<file path="src/rtl/spi_fifo_irq_pkg.sv">
package spi_fifo_irq_pkg;

  typedef enum logic [3:0] {
    REG_DATA    = 4'd0,
    REG_TX_THR  = 4'd1,
    REG_RX_THR  = 4'd2,
    REG_MASK    = 4'd3,
    REG_RAW     = 4'd4,
    REG_MASKED  = 4'd5,
    REG_TX_LVL  = 4'd6,
    REG_RX_LVL  = 4'd7,
    REG_CLR_TXO = 4'd8,
    REG_CLR_RXO = 4'd9,
    REG_CLR_RXU = 4'd10
  } reg_addr_e;

  localparam int IRQ_N   = 5;
  localparam int IRQ_TXE = 0;
  localparam int IRQ_TXO = 1;
  localparam int IRQ_RXF = 2;
  localparam int IRQ_RXO = 3;
  localparam int IRQ_RXU = 4;

  localparam int ERR_N   = 3;

endpackage

</file>
<file path="src/rtl/sfq_fifo.sv">
module sfq_fifo #(
  parameter int DEPTH = 8,
  parameter int DW    = 8,
  localparam int PTR_W = (DEPTH > 1) ? $clog2(DEPTH) : 1,
  localparam int LVL_W = $clog2(DEPTH + 1)
) (
  input  logic             clk,
  input  logic             rst_n,
  input  logic             push,
  input  logic [DW-1:0]    push_data,
  input  logic             pop,
  output logic             wr_ok,
  output logic             rd_ok,
  output logic             full,
  output logic             empty,
  output logic [LVL_W-1:0] level,
  output logic [DW-1:0]    head
);

  logic [DW-1:0]    mem [DEPTH];
  logic [PTR_W-1:0] wr_ptr, rd_ptr;

  function automatic logic [PTR_W-1:0] bump(input logic [PTR_W-1:0] p);
    return (p == PTR_W'(DEPTH - 1)) ? '0 : p + 1'b1;
  endfunction

  assign empty = (level == '0);
  assign full  = (level == LVL_W'(DEPTH));
  assign rd_ok = pop & ~empty;
  assign wr_ok = push & (~full | rd_ok);
  assign head  = mem[rd_ptr];

  always_ff @(posedge clk) begin
    if (wr_ok) mem[wr_ptr] <= push_data;
  end

  always_ff @(posedge clk or negedge rst_n) begin
    if (!rst_n) begin
      wr_ptr <= '0;
      rd_ptr <= '0;
      level  <= '0;
    end else begin
      if (wr_ok) wr_ptr <= bump(wr_ptr);
      if (rd_ok) rd_ptr <= bump(rd_ptr);
      case ({wr_ok, rd_ok})
        2'b10:   level <= level + 1'b1;
        2'b01:   level <= level - 1'b1;
        default: level <= level;
      endcase
    end
  end

  AST_LEVEL_BOUND: assert property (@(posedge clk) disable iff (!rst_n)
    level <= LVL_W'(DEPTH)) else $error("level above depth");

  AST_BOTH_HOLD: assert property (@(posedge clk) disable iff (!rst_n)
    (push && pop && !empty) |=> $stable(level)) else $error("push+pop moved level");

  AST_FULL_DROP: assert property (@(posedge clk) disable iff (!rst_n)
    (push && full && !pop) |=> full) else $error("full queue changed on dropped push");

endmodule

</file>
<file path="src/rtl/sfq_sticky.sv">
module sfq_sticky (
  input  logic clk,
  input  logic rst_n,
  input  logic set,
  input  logic clr,
  output logic flag
);

  always_ff @(posedge clk or negedge rst_n) begin
    if (!rst_n) flag <= 1'b0;
    else        flag <= set | (flag & ~clr);
  end

  AST_SET_WINS: assert property (@(posedge clk) disable iff (!rst_n)
    set |=> flag) else $error("event lost");

  AST_HOLD_FLAG: assert property (@(posedge clk) disable iff (!rst_n)
    (flag && !clr) |=> flag) else $error("flag dropped without clear");

endmodule

</file>
<file path="src/rtl/spi_fifo_irq_ctrl.sv">
module spi_fifo_irq_ctrl
  import spi_fifo_irq_pkg::*;
#(
  parameter int DEPTH = 8,
  parameter int DW    = 8,
  localparam int LVL_W = $clog2(DEPTH + 1),
  localparam int THR_W = (DEPTH > 1) ? $clog2(DEPTH) : 1
) (
  input  logic          clk,
  input  logic          rst_n,
  input  logic          bus_wr,
  input  logic          bus_rd,
  input  logic [3:0]    bus_addr,
  input  logic [DW-1:0] bus_wdata,
  output logic [DW-1:0] bus_rdata,
  output logic          tx_out_valid,
  input  logic          tx_out_ready,
  output logic [DW-1:0] tx_out_data,
  input  logic          rx_in_valid,
  input  logic [DW-1:0] rx_in_data,
  output logic          irq_tx_empty,
  output logic          irq_tx_ovf,
  output logic          irq_rx_full,
  output logic          irq_rx_ovf,
  output logic          irq_rx_unf,
  output logic          irq_any
);

  logic             wr_data, rd_data;
  logic             tx_wr_ok, tx_rd_ok, tx_full, tx_empty;
  logic             rx_wr_ok, rx_rd_ok, rx_full, rx_empty;
  logic [LVL_W-1:0] tx_lvl, rx_lvl;
  logic [DW-1:0]    tx_head, rx_head;
  logic [THR_W-1:0] tx_thr, rx_thr;
  logic [IRQ_N-1:0] mask, raw, enabled;
  logic [ERR_N-1:0] err_set, err_clr, err_flag;

  assign wr_data = bus_wr & (bus_addr == REG_DATA);
  assign rd_data = bus_rd & (bus_addr == REG_DATA);

  sfq_fifo #(.DEPTH(DEPTH), .DW(DW)) u_tx (
    .clk(clk), .rst_n(rst_n),
    .push(wr_data), .push_data(bus_wdata), .pop(tx_out_ready),
    .wr_ok(tx_wr_ok), .rd_ok(tx_rd_ok), .full(tx_full), .empty(tx_empty),
    .level(tx_lvl), .head(tx_head)
  );

  sfq_fifo #(.DEPTH(DEPTH), .DW(DW)) u_rx (
    .clk(clk), .rst_n(rst_n),
    .push(rx_in_valid), .push_data(rx_in_data), .pop(rd_data),
    .wr_ok(rx_wr_ok), .rd_ok(rx_rd_ok), .full(rx_full), .empty(rx_empty),
    .level(rx_lvl), .head(rx_head)
  );

  assign tx_out_valid = ~tx_empty;
  assign tx_out_data  = tx_head;

  // error events: index 0 tx overflow, 1 rx overflow, 2 rx underflow
  assign err_set[0] = wr_data & ~tx_wr_ok;
  assign err_set[1] = rx_in_valid & ~rx_wr_ok;
  assign err_set[2] = rd_data & ~rx_rd_ok;
  assign err_clr[0] = bus_rd & (bus_addr == REG_CLR_TXO);
  assign err_clr[1] = bus_rd & (bus_addr == REG_CLR_RXO);
  assign err_clr[2] = bus_rd & (bus_addr == REG_CLR_RXU);

  for (genvar g = 0; g < ERR_N; g++) begin : g_err
    sfq_sticky u_flag (
      .clk(clk), .rst_n(rst_n),
      .set(err_set[g]), .clr(err_clr[g]), .flag(err_flag[g])
    );
  end

  always_ff @(posedge clk or negedge rst_n) begin
    if (!rst_n) begin
      tx_thr <= '0;
      rx_thr <= '0;
      mask   <= '1;
    end else if (bus_wr) begin
      if (bus_addr == REG_TX_THR) tx_thr <= bus_wdata[THR_W-1:0];
      if (bus_addr == REG_RX_THR) rx_thr <= bus_wdata[THR_W-1:0];
      if (bus_addr == REG_MASK)   mask   <= bus_wdata[IRQ_N-1:0];
    end
  end

  always_comb begin
    raw          = '0;
    raw[IRQ_TXE] = (tx_lvl <= LVL_W'(tx_thr));
    raw[IRQ_TXO] = err_flag[0];
    raw[IRQ_RXF] = (rx_lvl >= LVL_W'(rx_thr) + LVL_W'(1));
    raw[IRQ_RXO] = err_flag[1];
    raw[IRQ_RXU] = err_flag[2];
  end

  assign enabled      = raw & mask;
  assign irq_tx_empty = enabled[IRQ_TXE];
  assign irq_tx_ovf   = enabled[IRQ_TXO];
  assign irq_rx_full  = enabled[IRQ_RXF];
  assign irq_rx_ovf   = enabled[IRQ_RXO];
  assign irq_rx_unf   = enabled[IRQ_RXU];
  assign irq_any      = |enabled;

  always_comb begin
    bus_rdata = '0;
    case (bus_addr)
      REG_DATA:    bus_rdata = rx_empty ? '0 : rx_head;
      REG_TX_THR:  bus_rdata = DW'(tx_thr);
      REG_RX_THR:  bus_rdata = DW'(rx_thr);
      REG_MASK:    bus_rdata = DW'(mask);
      REG_RAW:     bus_rdata = DW'(raw);
      REG_MASKED:  bus_rdata = DW'(enabled);
      REG_TX_LVL:  bus_rdata = DW'(tx_lvl);
      REG_RX_LVL:  bus_rdata = DW'(rx_lvl);
      REG_CLR_TXO: bus_rdata = DW'(err_flag[0]);
      REG_CLR_RXO: bus_rdata = DW'(err_flag[1]);
      REG_CLR_RXU: bus_rdata = DW'(err_flag[2]);
      default:     bus_rdata = '0;
    endcase
  end

  AST_TXO_RAISE: assert property (@(posedge clk) disable iff (!rst_n)
    (wr_data && tx_full && !tx_out_ready) |=> irq_tx_ovf || !mask[IRQ_TXO]) else $error("tx overflow missed");

  AST_RXO_RAISE: assert property (@(posedge clk) disable iff (!rst_n)
    (rx_in_valid && rx_full && !rd_data) |=> raw[IRQ_RXO]) else $error("rx overflow missed");

  AST_UNF_ZERO: assert property (@(posedge clk) disable iff (!rst_n)
    (rd_data && rx_empty) |-> (bus_rdata == '0)) else $error("underflow read not zero");

  AST_ANY_QUIET: assert property (@(posedge clk) disable iff (!rst_n)
    (mask == '0) |-> !irq_any) else $error("combined line with all masked");

  AST_TXE_GATED: assert property (@(posedge clk) disable iff (!rst_n)
    irq_tx_empty |-> mask[IRQ_TXE]) else $error("masked source leaked");

endmodule

</file>
<file path="config.mk">
export PLATFORM = sky130hd
export DESIGN_NAME = spi_fifo_irq_ctrl
export DESIGN_NICKNAME = d
export VERILOG_FILES = /design/src/rtl/spi_fifo_irq_pkg.sv /design/src/rtl/sfq_fifo.sv /design/src/rtl/sfq_sticky.sv /design/src/rtl/spi_fifo_irq_ctrl.sv
export SDC_FILE = /design/constraint.sdc
export NUM_CORES = 1
export LEC_CHECK = 0
export ABC_AREA = 1
export BUFFER_PORTS_ARGS = -buffer_cell sky130_fd_sc_hd__buf_2
export CORE_MARGIN = 8
export CORE_UTILIZATION = 60
export DETAILED_ROUTE_END_ITERATION = 8
export GPL_ROUTABILITY_DRIVEN = 0
export GPL_TIMING_DRIVEN = 0
export PLACE_DENSITY = 0.79
export SYNTH_ARGS = -nofsm -noshare
export SYNTH_HDL_FRONTEND = slang
export SYNTH_SLANG_ARGS = --single-unit
</file>
<file path="constraint.sdc">
create_clock -name clk -period 6.1 [get_ports clk]
set_input_delay 1.22 -clock clk [delete_from_list [all_inputs] [get_ports clk]]
set_output_delay 1.22 -clock clk [all_outputs]
set_load 0.02 [all_outputs]
</file>
# Word level (Yosys, flattened, before mapping)

Memory sizes are Yosys's and may differ from the RTL's.
Index checks and enable logic that the tools add are counted.

RAM bits: 128
Bits in latches: 0
Memories: 2
Bits of input ports: 26
Word-level logic and storage cells: 97
Bits in read-only memories: 0
Bits in registers: 34
Output and inout bits: 23

Memory list:

| name     | words | bits a word | read ports | clocked after memory_dff | wr ports | RTL line       | source |
|---|---|---|---|---|---|---|---|
| u_rx.mem | 8     | 8           | 1          | 0                        | 1        | sfq_fifo.sv:20 | `logic [DW-1:0] mem [DEPTH];` |
| u_tx.mem | 8     | 8           | 1          | 0                        | 1        | sfq_fifo.sv:20 |  |

Multipliers: 0
Bitwise logic cells: 31
Add/subtract/negate cells: 9
Mux-type cells: 12
Divide/modulo/power cells: 0
Eq/ne operators: 20
Shift operators: 0
Order comparisons: 2
Reduce and logical (&&, ||, !) cells: 9

Operator list:

| operator                                                               | count |
|---|---|
| 8-bit case mux with 11 select lines                                    | 1 |
| 4-bit equality test (second input constant)                            | 5 |
| 4-bit by 3-bit equality test with 1-bit output (second input constant) | 4 |
| 4-bit case mux with 2 select lines                                     | 2 |
| 1-bit bitwise AND                                                      | 15 |
| 3-bit by 1-bit adder with 3-bit output (second input constant)         | 4 |
| 3-bit equality test (second input constant)                            | 4 |
| 4-bit zero test                                                        | 3 |
| 3-bit two-way mux                                                      | 4 |
| 1-bit inverter                                                         | 10 |
| 4-bit by 1-bit adder with 4-bit output (second input constant)         | 2 |
| 4-bit by 2-bit equality test with 1-bit output (second input constant) | 2 |
| 8-bit two-way mux                                                      | 1 |
| 4-bit by 1-bit subtractor with 4-bit output (second input constant)    | 2 |
| 2-bit AND reduction                                                    | 3 |
| 5-bit bitwise AND                                                      | 1 |
| 1-bit bitwise OR                                                       | 5 |
| 5-bit OR reduction                                                     | 1 |
| 3-bit by 1-bit adder with 4-bit output (second input constant)         | 1 |
| 2-bit by 1-bit equality test with 1-bit output (second input constant) | 2 |
| 2-bit equality test (second input constant)                            | 2 |
| 4-bit by 1-bit equality test with 1-bit output (second input constant) | 1 |
| 4-bit >= comparator                                                    | 1 |
| 4-bit by 3-bit less-or-equal comparator with 1-bit output              | 1 |
| other kinds (2)                                                        | 6 |

# Depth between registers and ports, before layout

Gate-level depths: netlist of run 1.

Word-level depth: 8
Gate-level depth with buffers: 13
Depth with buffers taken out: 13

# By module

From an unflattened synthesis of run 1, not the netlist that was laid out.

Cells, all modules: 834
Area, all modules: 7903.8 um^2

By module, submodules not included:

| module            | cells each | instances | area an instance (um^2) | seq. area each (um^2) |
|---|---|---|---|---|
| sfq_fifo (u_rx)   | 374        | 1         | 3467.1                  | 2172.1 |
| sfq_fifo (u_tx)   | 260        | 1         | 3194.3                  | 2172.1 |
| spi_fifo_irq_ctrl | 185        | 1         | 1122.3                  | 281.5 |
| sfq_sticky        | 5          | 3         | 40.0                    | 25.0 |

# Worst setup path after synthesis of run 1

No wires, ideal clock.

Kind: input port to output port
From: input port bus_addr[3]
To: output port bus_rdata[5]
Data arrival time: 2.046 ns
Setup slack: 2.834 ns
Data required time: 4.880 ns
Buffers on the path: 0
Stages: 6
Path through: nor2_2 -> nand2_2 -> inv_2 -> nand2_1 -> inv_2 -> and3_1

Longest elaborated chain between the ends: 2
Elaborated cells between the ends (all ways): 12

Ends and longest elaborated chain:

| item                                        | RTL line                 | source |
|---|---|---|
| start, declared                             | spi_fifo_irq_ctrl.sv:13  | `input logic [3:0] bus_addr,` |
| 4-bit equality test (tied with other cells) | spi_fifo_irq_ctrl.sv:104 | `case (bus_addr)` |
| 8-bit case mux with 11 select lines *       | spi_fifo_irq_ctrl.sv:104 |  |
| end, declared                               | spi_fifo_irq_ctrl.sv:15  | `output logic [DW-1:0] bus_rdata,` |

Mark *: on every way between the ends. The rest lies on a longest branch, timed or not.

# Worst setup path in the final report of run 1

From: input port bus_addr[3]
To: output port bus_rdata[2]

The elaborated chain is that of the path after synthesis.

==> results of run 1 <==
metal layers:
layer / up-vias / GRT usage
li1: 2611 / -
met1: 2617 / 0.2499
met2: 185 / 0.3750
met3: 44 / 0.04409
met4: 0 / 0.1106
met5: - / 0
power breakdown:
part	internal (mW)	total [mW]	switching, mW
Clock	0.571	0.979	0.408
Combinational	0.434	1.32	0.886
Sequential	1.35	1.49	0.138
worst max-delay path by stage:
stage | end | slack, ps | start
global placement | bus_rdata[2] | 2320 | bus_addr[3]
CTS | bus_rdata[2] | 2270 | bus_addr[3]
finish | bus_rdata[2] | 2270 | bus_addr[3]
floorplan | bus_rdata[5] | 2830 | bus_addr[3]
detailed placement | bus_rdata[2] | 2300 | bus_addr[3]
global route | bus_rdata[2] | 2170 | bus_addr[3]
area by class of cell:
| type | count | share of cell area |
|---|---|---|
| Sequential cell | 162 | 0.5536 |
| Multi-Input combinational cell | 489 | 0.2953 |
| Clock buffer | 23 | 0.05393 |
| Timing Repair Buffer | 49 | 0.02917 |
| Tap cell | 168 | 0.02475 |
| Inverter | 51 | 0.02269 |
| Buffer | 21 | 0.01076 |
| Clock inverter | 9 | 0.009872 |
layout by cell type (no fill, tap or decap), drive strengths merged, types with 4 or more instances in the layout:
cell and n:
o21ai 98, nand3 48, nand2 135, xnor2 5
a21oi 5, buf 61, nor4 4, ha 22
dfstp 5, edfxtp 128, inv 49, mux2 5
nor2 138, dfrtp 29, clkbuf 32, nor3 10
clkinv 9
through the flow:
step / instance area, um^2 / std cells
2_1_floorplan: 7467 / 723
3_3_place_gp: 7918 / 939
3_5_place_dp: 7950 / 940
4_1_cts: 8492 / 972
5_1_grt: 8492 / 972
6_report: 8492 / 972
worst reg2reg max path, cell delays in order, from the launching register on:
cell and delay, ps:
dfrtp_1 450, inv_1 120, nor2_1 50, nand3_1 130
nand3_1 210, nor3_1 1120
state kept, by name (all words and copies together), names as in the netlist, 4 cells and up:
signal and count:
u_rx.level 4, u_rx.mem 64, mask 5, u_tx.mem 64, u_tx.level 4
cells by family after synthesis:
group           count (synthesis)
buf+inv                        72
xor+xnor                        7
simple gates                  341
mux                             5
flops                         162
fa+ha+maj                      24
compound gates                112
==> results.toml, run 1 <==
[critical_path]
timing.critical_path.buf_inv = 4
critPathArrivalTime_ps = 2610
worstReg2RegStart = "u_tx.level[3]$_DFFE_PN0P_"
ff2ff_setup_slack_ps = 3630
critical_path.startpoint_type = "input port"
worstPathCellList = "buf_2, nor2_2, nand2_2, inv_2, nand2_1, inv_2, nand3_1, nand3_1, buf_2"
worstPathRequired_ps = 4880
timing.rr.end = "u_tx.mem[7][5]$_DFFE_PP_"
critical_path_cell_count = 9
timing_worst_setup_path_type = "in -> out"
cp_slowest_stage_delay_ps = 240
timing.critical_path.max_delay_family = "simple AND/OR/NAND/NOR gates"
library_cell_contributing_the_largest_single_delay_on_the_critical_path = "nor2_2"
end_kind = "primary output"
timing.reg2reg.worst_path_depth = 5
critical_path.max_fanout = 8

[detailed_routing]
met2_wire_length_um = 8473
wirelength_um = 16800
detail-route-antenna-nets = 0
m1WireLength_um = 6966
routed.top_layer = "met4"
vias = 5457
drt-initial-drc-count = 501
drt_pass1_iterations = 5
met3_wirelength_um = 890
detail_route.drc_violations = 0
avgRoutedWirePerCell_um = 17.28
via_per_inst = 5.614

[clocking]
cts.sink_count = 162
max-clock-path-buffers = 2
tritoncts.num_buffers = 17
clock_tree.htree_level_count = 4
cts_tree = "done"
clk_pin_slew_worst_paths_ps = 60
number_of_resized_instances_in_the_post_cts_repair_step = 0
clockRootBuffer = "clkbuf_16"
post_cts_hold_buffer_count = 0
insertion_delay_ps = 430
post-cts-setup-buffer-count = 0

[power_and_ir_drop]
power_mw = 3.790
total_leakage_power_nw = 3.443
power.ir.vdd_worst_mv = 0.2902
cellPowerDensity_nw_per_um2 = 446.4

[die]
initial_core_util = 0.6191
vertical_die_dimension_um = 127.6
fp.dieArea_um2 = 16270
floorplan.io_pins = 49
placementRows = 40
chip_width_um = 127.6
core_area_um2 = 12060

[synth]
synth_enable_flop_cells = 128
post_synth_xor_area_fraction = 0.008210
synthMostInstantiatedCell = "nor2_1"
syn-num-nets = 773
synth-compound-area-share = 0.07808
ys_warn_count = 0
synth_sequential_area_ratio = 0.6295
synth_largest_area_cell = "edfxtp_1"
netlist_area_um2 = 7467
yosys.area_share.adder = 0.04223
async_flop_share = 0.2099
synth.mux.area_fraction = 0.01005
yosys-top-cells-area = "edfxtp_1 51%, dfrtp_1 9.7%, nor2_1 6.6%"
ys.flop_type = "edfxtp_1"
yosysTopAreaCellShare = 0.5147
synth_simple_gate_area_share = 0.1939
synth_cell_types = 34
ys_seq_elements = 162
syn_avg_cell_area_um2 = 10.33
synth_top_family_by_area = "simple AND/OR/NAND/NOR gates"
synthesized_instance_count = 723
synthTopCellsByCount = "131 x nor2_1, 128 x edfxtp_1, 126 x nand2_1"

[sta]
worst_hold_slack_ps = 512.4
finalSetupTns_ps = 0
finClkSkew_ps = 6.082
final-hold-violation-count = 0
final_period_minus_worst_setup_slack_ps = 3826
setup_viol_count_final = 0
slew_viol_final = 0
tightest_slew_ps = 1405
final.period_utilization = 0.6272
worst_setup_margin_ps = 2274
unrepaired_setup_endpoints_after_global_routing = "false"
timing.max_slew.rel_slack = 0.05597
fmax_mhz = 261.4

[final_layout]
multiInputGateArea_um2 = 2507
final-seq-area_um2 = 4701
antenna-diode-count = 0
fin_util = 0.7040
area.growth.synth_to_final_pct = 13.72
finalNetCount = 841
n_fill_cell = 851
drive_above_1_share = 0.1505

[place]
pre_cts_slack_ps = 2301
numPortBuffers = 48
hpwl_um = 11560

[global_routing]
wire_length_of_the_first_global_routing_pass_um = 27320
grt.overflow.total = 0
antenna_violations_before_repair = 0
grt_max_degree = 35
track_usage = 0.2163
first_global_vias = 5606

[worst_hold_path]
min_to = "u_rx.level[0]$_DFFE_PN0P_"
hold_path_startpoint = "u_rx.level[0]$_DFFE_PN0P_"
hold_path_depth = 1
hold_path.class = "reg -> reg"

[run]
cap_viol_max_count = 0

[run_status]
status = "finished clean"
Note: power is estimated with default switching activity, not from simulation.
==> inputs of run 2 (changes only) <==
Settings changed: ABC_AREA 1 to 0, CORE_UTILIZATION 60 to 54, PLACE_DENSITY 0.79 to 0.75.
Clock period 6.1 ns to 3.08 ns, I/O delays scaled along.
==> run 2 against run 1 <==
Die area rose by 6.5%. Register-to-register slack worse by 3100 ps. Clock skew fell by 2.0 ps. Combinational power grew 67%. Power increased by 95%.
==> results.toml, run 2 <==
[sta]
finClkSkew_ps = 4.059
final.period_utilization = 0.9750
final_period_minus_worst_setup_slack_ps = 3003
final-hold-violation-count = 0
fmax_mhz = 333.0
worst_setup_margin_ps = 77.08
finalSetupTns_ps = 0
slew_viol_final = 0
timing.max_slew.rel_slack = 0.4215
setup_viol_count_final = 0
tightest_slew_ps = 864.5

[clocking]
cts_tree = "done"
tritoncts.num_buffers = 17
cts.sink_count = 162
insertion_delay_ps = 410
clockRootBuffer = "clkbuf_16"
clock_tree.htree_level_count = 4
clk_pin_slew_worst_paths_ps = 60
post_cts_hold_buffer_count = 0
max-clock-path-buffers = 2

[place]
dp_cells = 673
hpwl_um = 9577
pre_cts_slack_ps = -70.61
numPortBuffers = 47

[critical_path]
startpoint = "rx_thr[1]$_DFFE_PN0P_"
critical_path.startpoint_type = "flop"
timing.rr.end = "u_rx.level[3]$_DFFE_PN0P_"
critical_path.max_fanout = 4
worstReg2RegStart = "u_rx.level[1]$_DFFE_PN0P_"
critPathArrivalTime_ps = 2390
ff2ff_setup_slack_ps = 540
worstPathRequired_ps = 2460
library_cell_contributing_the_largest_single_delay_on_the_critical_path = "dfrtp_1"
worstPathCellList = "ha_1, inv_1, ha_1, a21oi_2, o21ai_2, and2_4, a2111o_1, buf_2"
timing_worst_setup_path_type = "reg -> out"
end_kind = "primary output"
cp_slowest_stage_delay_ps = 440
path_common_cell = "ha_1"
timing.reg2reg.worst_path_depth = 11

[die]
floorplan.io_pins = 49
initial_core_util = 0.5499
placementRows = 42
fp.dieArea_um2 = 17340
chip_width_um = 131.7
core_area_um2 = 13140
vertical_die_dimension_um = 131.7

[synth]
synthesized_instance_count = 450
ys_warn_count = 0
synth_largest_area_cell = "edfxtp_1"
ys_seq_elements = 162
synth_cell_types = 55
syn-num-nets = 500
synth_enable_flop_cells = 128
synth_sequential_area_ratio = 0.6507
synth.mux.area_fraction = 0.1540
ys.flop_type = "edfxtp_1"
yosys-top-cells-area = "edfxtp_1 53%, dfrtp_1 10%, mux4_2 10%"
post_synth_xor_area_fraction = 0.01091
yosys.area_share.adder = 0.04364
syn_avg_cell_area_um2 = 16.05
synth-compound-area-share = 0.04399
yosysTopAreaCellShare = 0.5320
synthTopCellsByCount = "128 x edfxtp_1, 32 x mux4_2, 29 x dfrtp_1"
synth_simple_gate_area_share = 0.07153
synthMostInstantiatedCell = "edfxtp_1"
synth_top_family_by_area = "multiplexers"
netlist_area_um2 = 7224
async_flop_share = 0.2099

[power_and_ir_drop]
cellPowerDensity_nw_per_um2 = 884.6
total_leakage_power_nw = 3.112
power.ir.vdd_worst_mv = 0.5593

[worst_hold_path]
hold_path.class = "in -> async"

[final_layout]
finalNetCount = 566
final_common_cell = "edfxtp_1"
most-common-layout-cells = "128 x edfxtp_1, 55 x buf_2, 32 x mux4_2, 27 x dfrtp_1"
area.growth.synth_to_final_pct = 15.64
drive_above_1_share = 0.2903
fin_util = 0.6359
reg_top3 = "u_rx.mem (64), u_tx.mem (64), mask (5)"
final_cells = 703
antenna-diode-count = 0

[global_routing]
grt_max_degree = 35
wire_length_of_the_first_global_routing_pass_um = 22580
grt.overflow.total = 0
track_usage = 0.1673
antenna_violations_before_repair = 0
first_global_vias = 4301

[run]
cap_viol_max_count = 0

[detailed_routing]
drt_pass1_iterations = 5
detail-route-antenna-nets = 0
drt-initial-drc-count = 265
vias = 4032
via_per_inst = 5.735
wirelength_um = 13800
avgRoutedWirePerCell_um = 19.63
detail_route.drc_violations = 0

[run_status]
status = "finished clean"
[run 2: how the worst max path moves through the flow]
stage | cells after the start | end | slack [ps]
3_3_place_gp | 6 | u_tx.mem[0][5]$_DFFE_PP_ | -9
5_1_grt | 8 | irq_any | -3
6_report | 8 | irq_any | 80
4_1_cts | 8 | irq_any | 30
2_1_floorplan | 11 | u_rx.level[3]$_DFFE_PN0P_ | 430
3_5_place_dp | 6 | u_tx.mem[0][5]$_DFFE_PP_ | -70
[run 2: layer usage]
layer  wire (um)  GRT usage
met3         832    0.04230
met2        7130     0.2887
met5           0          0
met1        5550     0.1946
met4         286    0.07211
[run 2: logic make-up after synthesis]
group | after synthesis
multiplexers | 68
AO/OA/AOI/OAI | 50
flip-flops | 162
AND/OR/NAND/NOR | 101
adder cells (fa/ha/maj) | 24
buffers and inverters | 36
XOR/XNOR | 9
[run 2: critical path: cells and delay by family, from the launching register on]
kind | cells | cell delay, ps
DFF | 1 | 440
adders and majority gates | 2 | 570
and+or+nand+nor | 1 | 170
buffers and inverters | 2 | 200
AOI/OAI and AO/OA | 3 | 580
[run 2: timing repair]
item	in CTS	in global routing
buffers inserted	0	1
setup endpoints to repair	1	1
resized for setup	0	5
pin swaps	0	0
hold endpoints to repair	0	0
[run 2: area by class of cell]
type                       instances  area, um^2
inverter                          19       71.32
timing repair buffer              48       242.7
tap                              176       220.2
clock inverter                    12       209.0
clock buffer                      18       429.2
fill                             962        4783
buffer                            16       107.6
multi-input combinational        252        2371
sequential                       162        4703
[run 2: report_power, final]
part / leakage [nW] / internal, mW / total, mW / switching, mW
sequential: 1.56 / 2.69 / 2.94 / 0.255
combinational: 1.24 / 1.05 / 2.20 / 1.15
clock: 0.308 / 1.44 / 2.25 / 0.811
total: 3.11 / 5.17 / 7.39 / 2.22
[run 2: per-stage QoR]
stage | hold slack [ps] | cell area, um^2 | power [mW]
after floorplan | 320.4 | 7224 | 4.559
after global placement | 506.6 | 7680 | 5.084
after detailed placement | 502.4 | 7685 | 5.186
after CTS | 289.9 | 8319 | 7.430
after global routing | 339.4 | 8354 | 7.780
final | 280.9 | 8354 | 7.390
==> inputs of run 3 (changes only) <==
Settings changed: CORE_ASPECT_RATIO set to 0.6.
==> run 3 against run 2 <==
Clock power decreased by 10%. Design area fell by 0.60%. Largest power group unchanged. Die area increased by 0.70%. Clock-buffer cell count shrank 1. Via count up 3.1%. Register-to-register slack got worse by 100 ps. Critical endpoint unchanged.
==> results.toml, run 3 (synthesis results as in run 2) <==
[sta]
tightest_slew_ps = 966.6
final-hold-violation-count = 0
final_period_minus_worst_setup_slack_ps = 2999
finClkSkew_ps = 13.99
slew_viol_final = 0
fmax_mhz = 333.5
final.period_utilization = 0.9736
setup_viol_count_final = 0
timing.max_slew.rel_slack = 0.3532

[die]
core_area_um2 = 12970
chip_width_um = 165.3
initial_core_util = 0.5569
vertical_die_dimension_um = 105.6
fp.dieArea_um2 = 17460
placementRows = 32
floorplan.io_pins = 49

[critical_path]
end_kind = "primary output"
critical_path.max_fanout = 3
critPathArrivalTime_ps = 2380
critical_path.startpoint_type = "flop"
timing_worst_setup_path_type = "reg -> out"
worstPathRequired_ps = 2460

[detailed_routing]
vias = 4158
routed.top_layer = "met4"
drt_pass1_iterations = 5
m1WireLength_um = 7141
met2_wire_length_um = 7110
met3_wirelength_um = 1121
detail-route-antenna-nets = 0
drt-initial-drc-count = 509
via_per_inst = 5.940
wirelength_um = 15540
detail_route.drc_violations = 0
avgRoutedWirePerCell_um = 22.20

[clocking]
cts_tree = "done"
tritoncts.num_buffers = 17
insertion_delay_ps = 430
clockRootBuffer = "clkbuf_16"
clk_pin_slew_worst_paths_ps = 70
post_cts_hold_buffer_count = 0
cts.sink_count = 162
clock_tree.htree_level_count = 4
max-clock-path-buffers = 2

[final_layout]
final_common_cell = "edfxtp_1"
fin_util = 0.6401
area.growth.synth_to_final_pct = 14.95
finalNetCount = 567
drive_above_1_share = 0.2981
reg_top3 = "u_rx.mem (64), u_tx.mem (64), mask (5)"
most-common-layout-cells = "128 x edfxtp_1, 54 x buf_2, 32 x mux4_2, 28 x dfrtp_1, 26 x nor2_1"
final_design_area_no_fill_um2 = 8304
final_cells = 700
antenna-diode-count = 0

[place]
hpwl_um = 10670
dpl_cell_area_um2 = 7682
dp_cells = 667
numPortBuffers = 47

[run]
cap_viol_max_count = 0

[global_routing]
first_global_vias = 4219
antenna_violations_before_repair = 0
grt_max_degree = 35
track_usage = 0.1852
grt.overflow.total = 0
wire_length_of_the_first_global_routing_pass_um = 24040

[power_and_ir_drop]
total_leakage_power_nw = 3.089
power.ir.vdd_worst_mv = 0.5015
cellPowerDensity_nw_per_um2 = 876.6

[run_status]
status = "finished clean"

[worst_hold_path]
hold_path.class = "in -> async"
-- run 3: changes by cell type in the layout (fill, tap and decap cells not counted), moves of 2 or more --
cell       change
inv_6          +7
inv_1          -2
buf_4          +2
clkinv_8       +3
inv_2          +2
clkinv_4       -2
bufinv_16      -5
clkinv_1       +2
-- run 3: path summary, 6_finish.rpt --
path,start,end,slack [ps],depth (start not counted)
min in group clk,bus_wdata[7],u_tx.mem[5][7]$_DFFE_PP_,460,1
max in group asynchronous,rst_n,u_rx.level[0]$_DFFE_PN0P_,2280,1
setup reg to reg,u_rx.level[1]$_DFFE_PN0P_,u_rx.level[3]$_DFFE_PN0P_,440,11
hold reg to reg,mask[1]$_DFFE_PN1P_,mask[1]$_DFFE_PN1P_,520,2
setup / recovery,rx_thr[0]$_DFFE_PN0P_,irq_any,80,8
hold / removal,rst_n,u_tx.level[3]$_DFFE_PN0P_,260,1
-- run 3: routing by layer --
layer  global-route usage  vias up
met5                    0        -
met4              0.05330        0
met3              0.03846       20
met2               0.2681      172
met1               0.2780     2092
li1                     -     1874
-- run 3: layout make-up --
cell class | count | area, um^2
Tap cell | 170 | 212.7
Timing Repair Buffer | 49 | 252.7
Sequential cell | 162 | 4702
Inverter | 19 | 71.32
Buffer | 16 | 107.6
Fill cell | 942 | 4668
Clock inverter | 15 | 146.4
Multi-Input combinational cell | 252 | 2386
Clock buffer | 17 | 425.4
-- run 3: worst max-delay path, cell delays in order, from the launching register on --
cell      delay [ps]
dfrtp_1          390
ha_1             310
inv_2             70
ha_4             200
a21oi_2          160
o21ai_2          100
and2_4           170
a2111o_1         390
buf_4            170
-- run 3: power breakdown --
| part | switching (mW) | total [mW] | leakage (nW) | internal, mW |
|---|---|---|---|---|
| clock network | 0.948 | 2.02 | 0.279 | 1.07 |
| logic | 1.22 | 2.30 | 1.24 | 1.08 |
| registers | 0.272 | 2.96 | 1.57 | 2.69 |
-- run 3: per-stage QoR --
stage | setup TNS [ps] | power, mW | hold WS (ps) | setup WS, ps
floorplan | 0 | 4.559 | 320.4 | 431.2
global placement | -782.9 | 5.118 | 497.3 | -73.31
detailed placement | -1030 | 5.232 | 507.7 | -129.0
CTS | -24.00 | 7.269 | 284.9 | -24.00
global route | -4.203 | 7.649 | 322.5 | -4.203
finish | 0 | 7.280 | 261.5 | 81.35
-- run 3: what timing repair did --
| item | CTS | global route |
|---|---|---|
| setup endpoints to repair | 9 | 2 |
| gates resized for setup | 3 | 6 |
| buffers inserted | 1 | 1 |
| pin swaps | 0 | 2 |
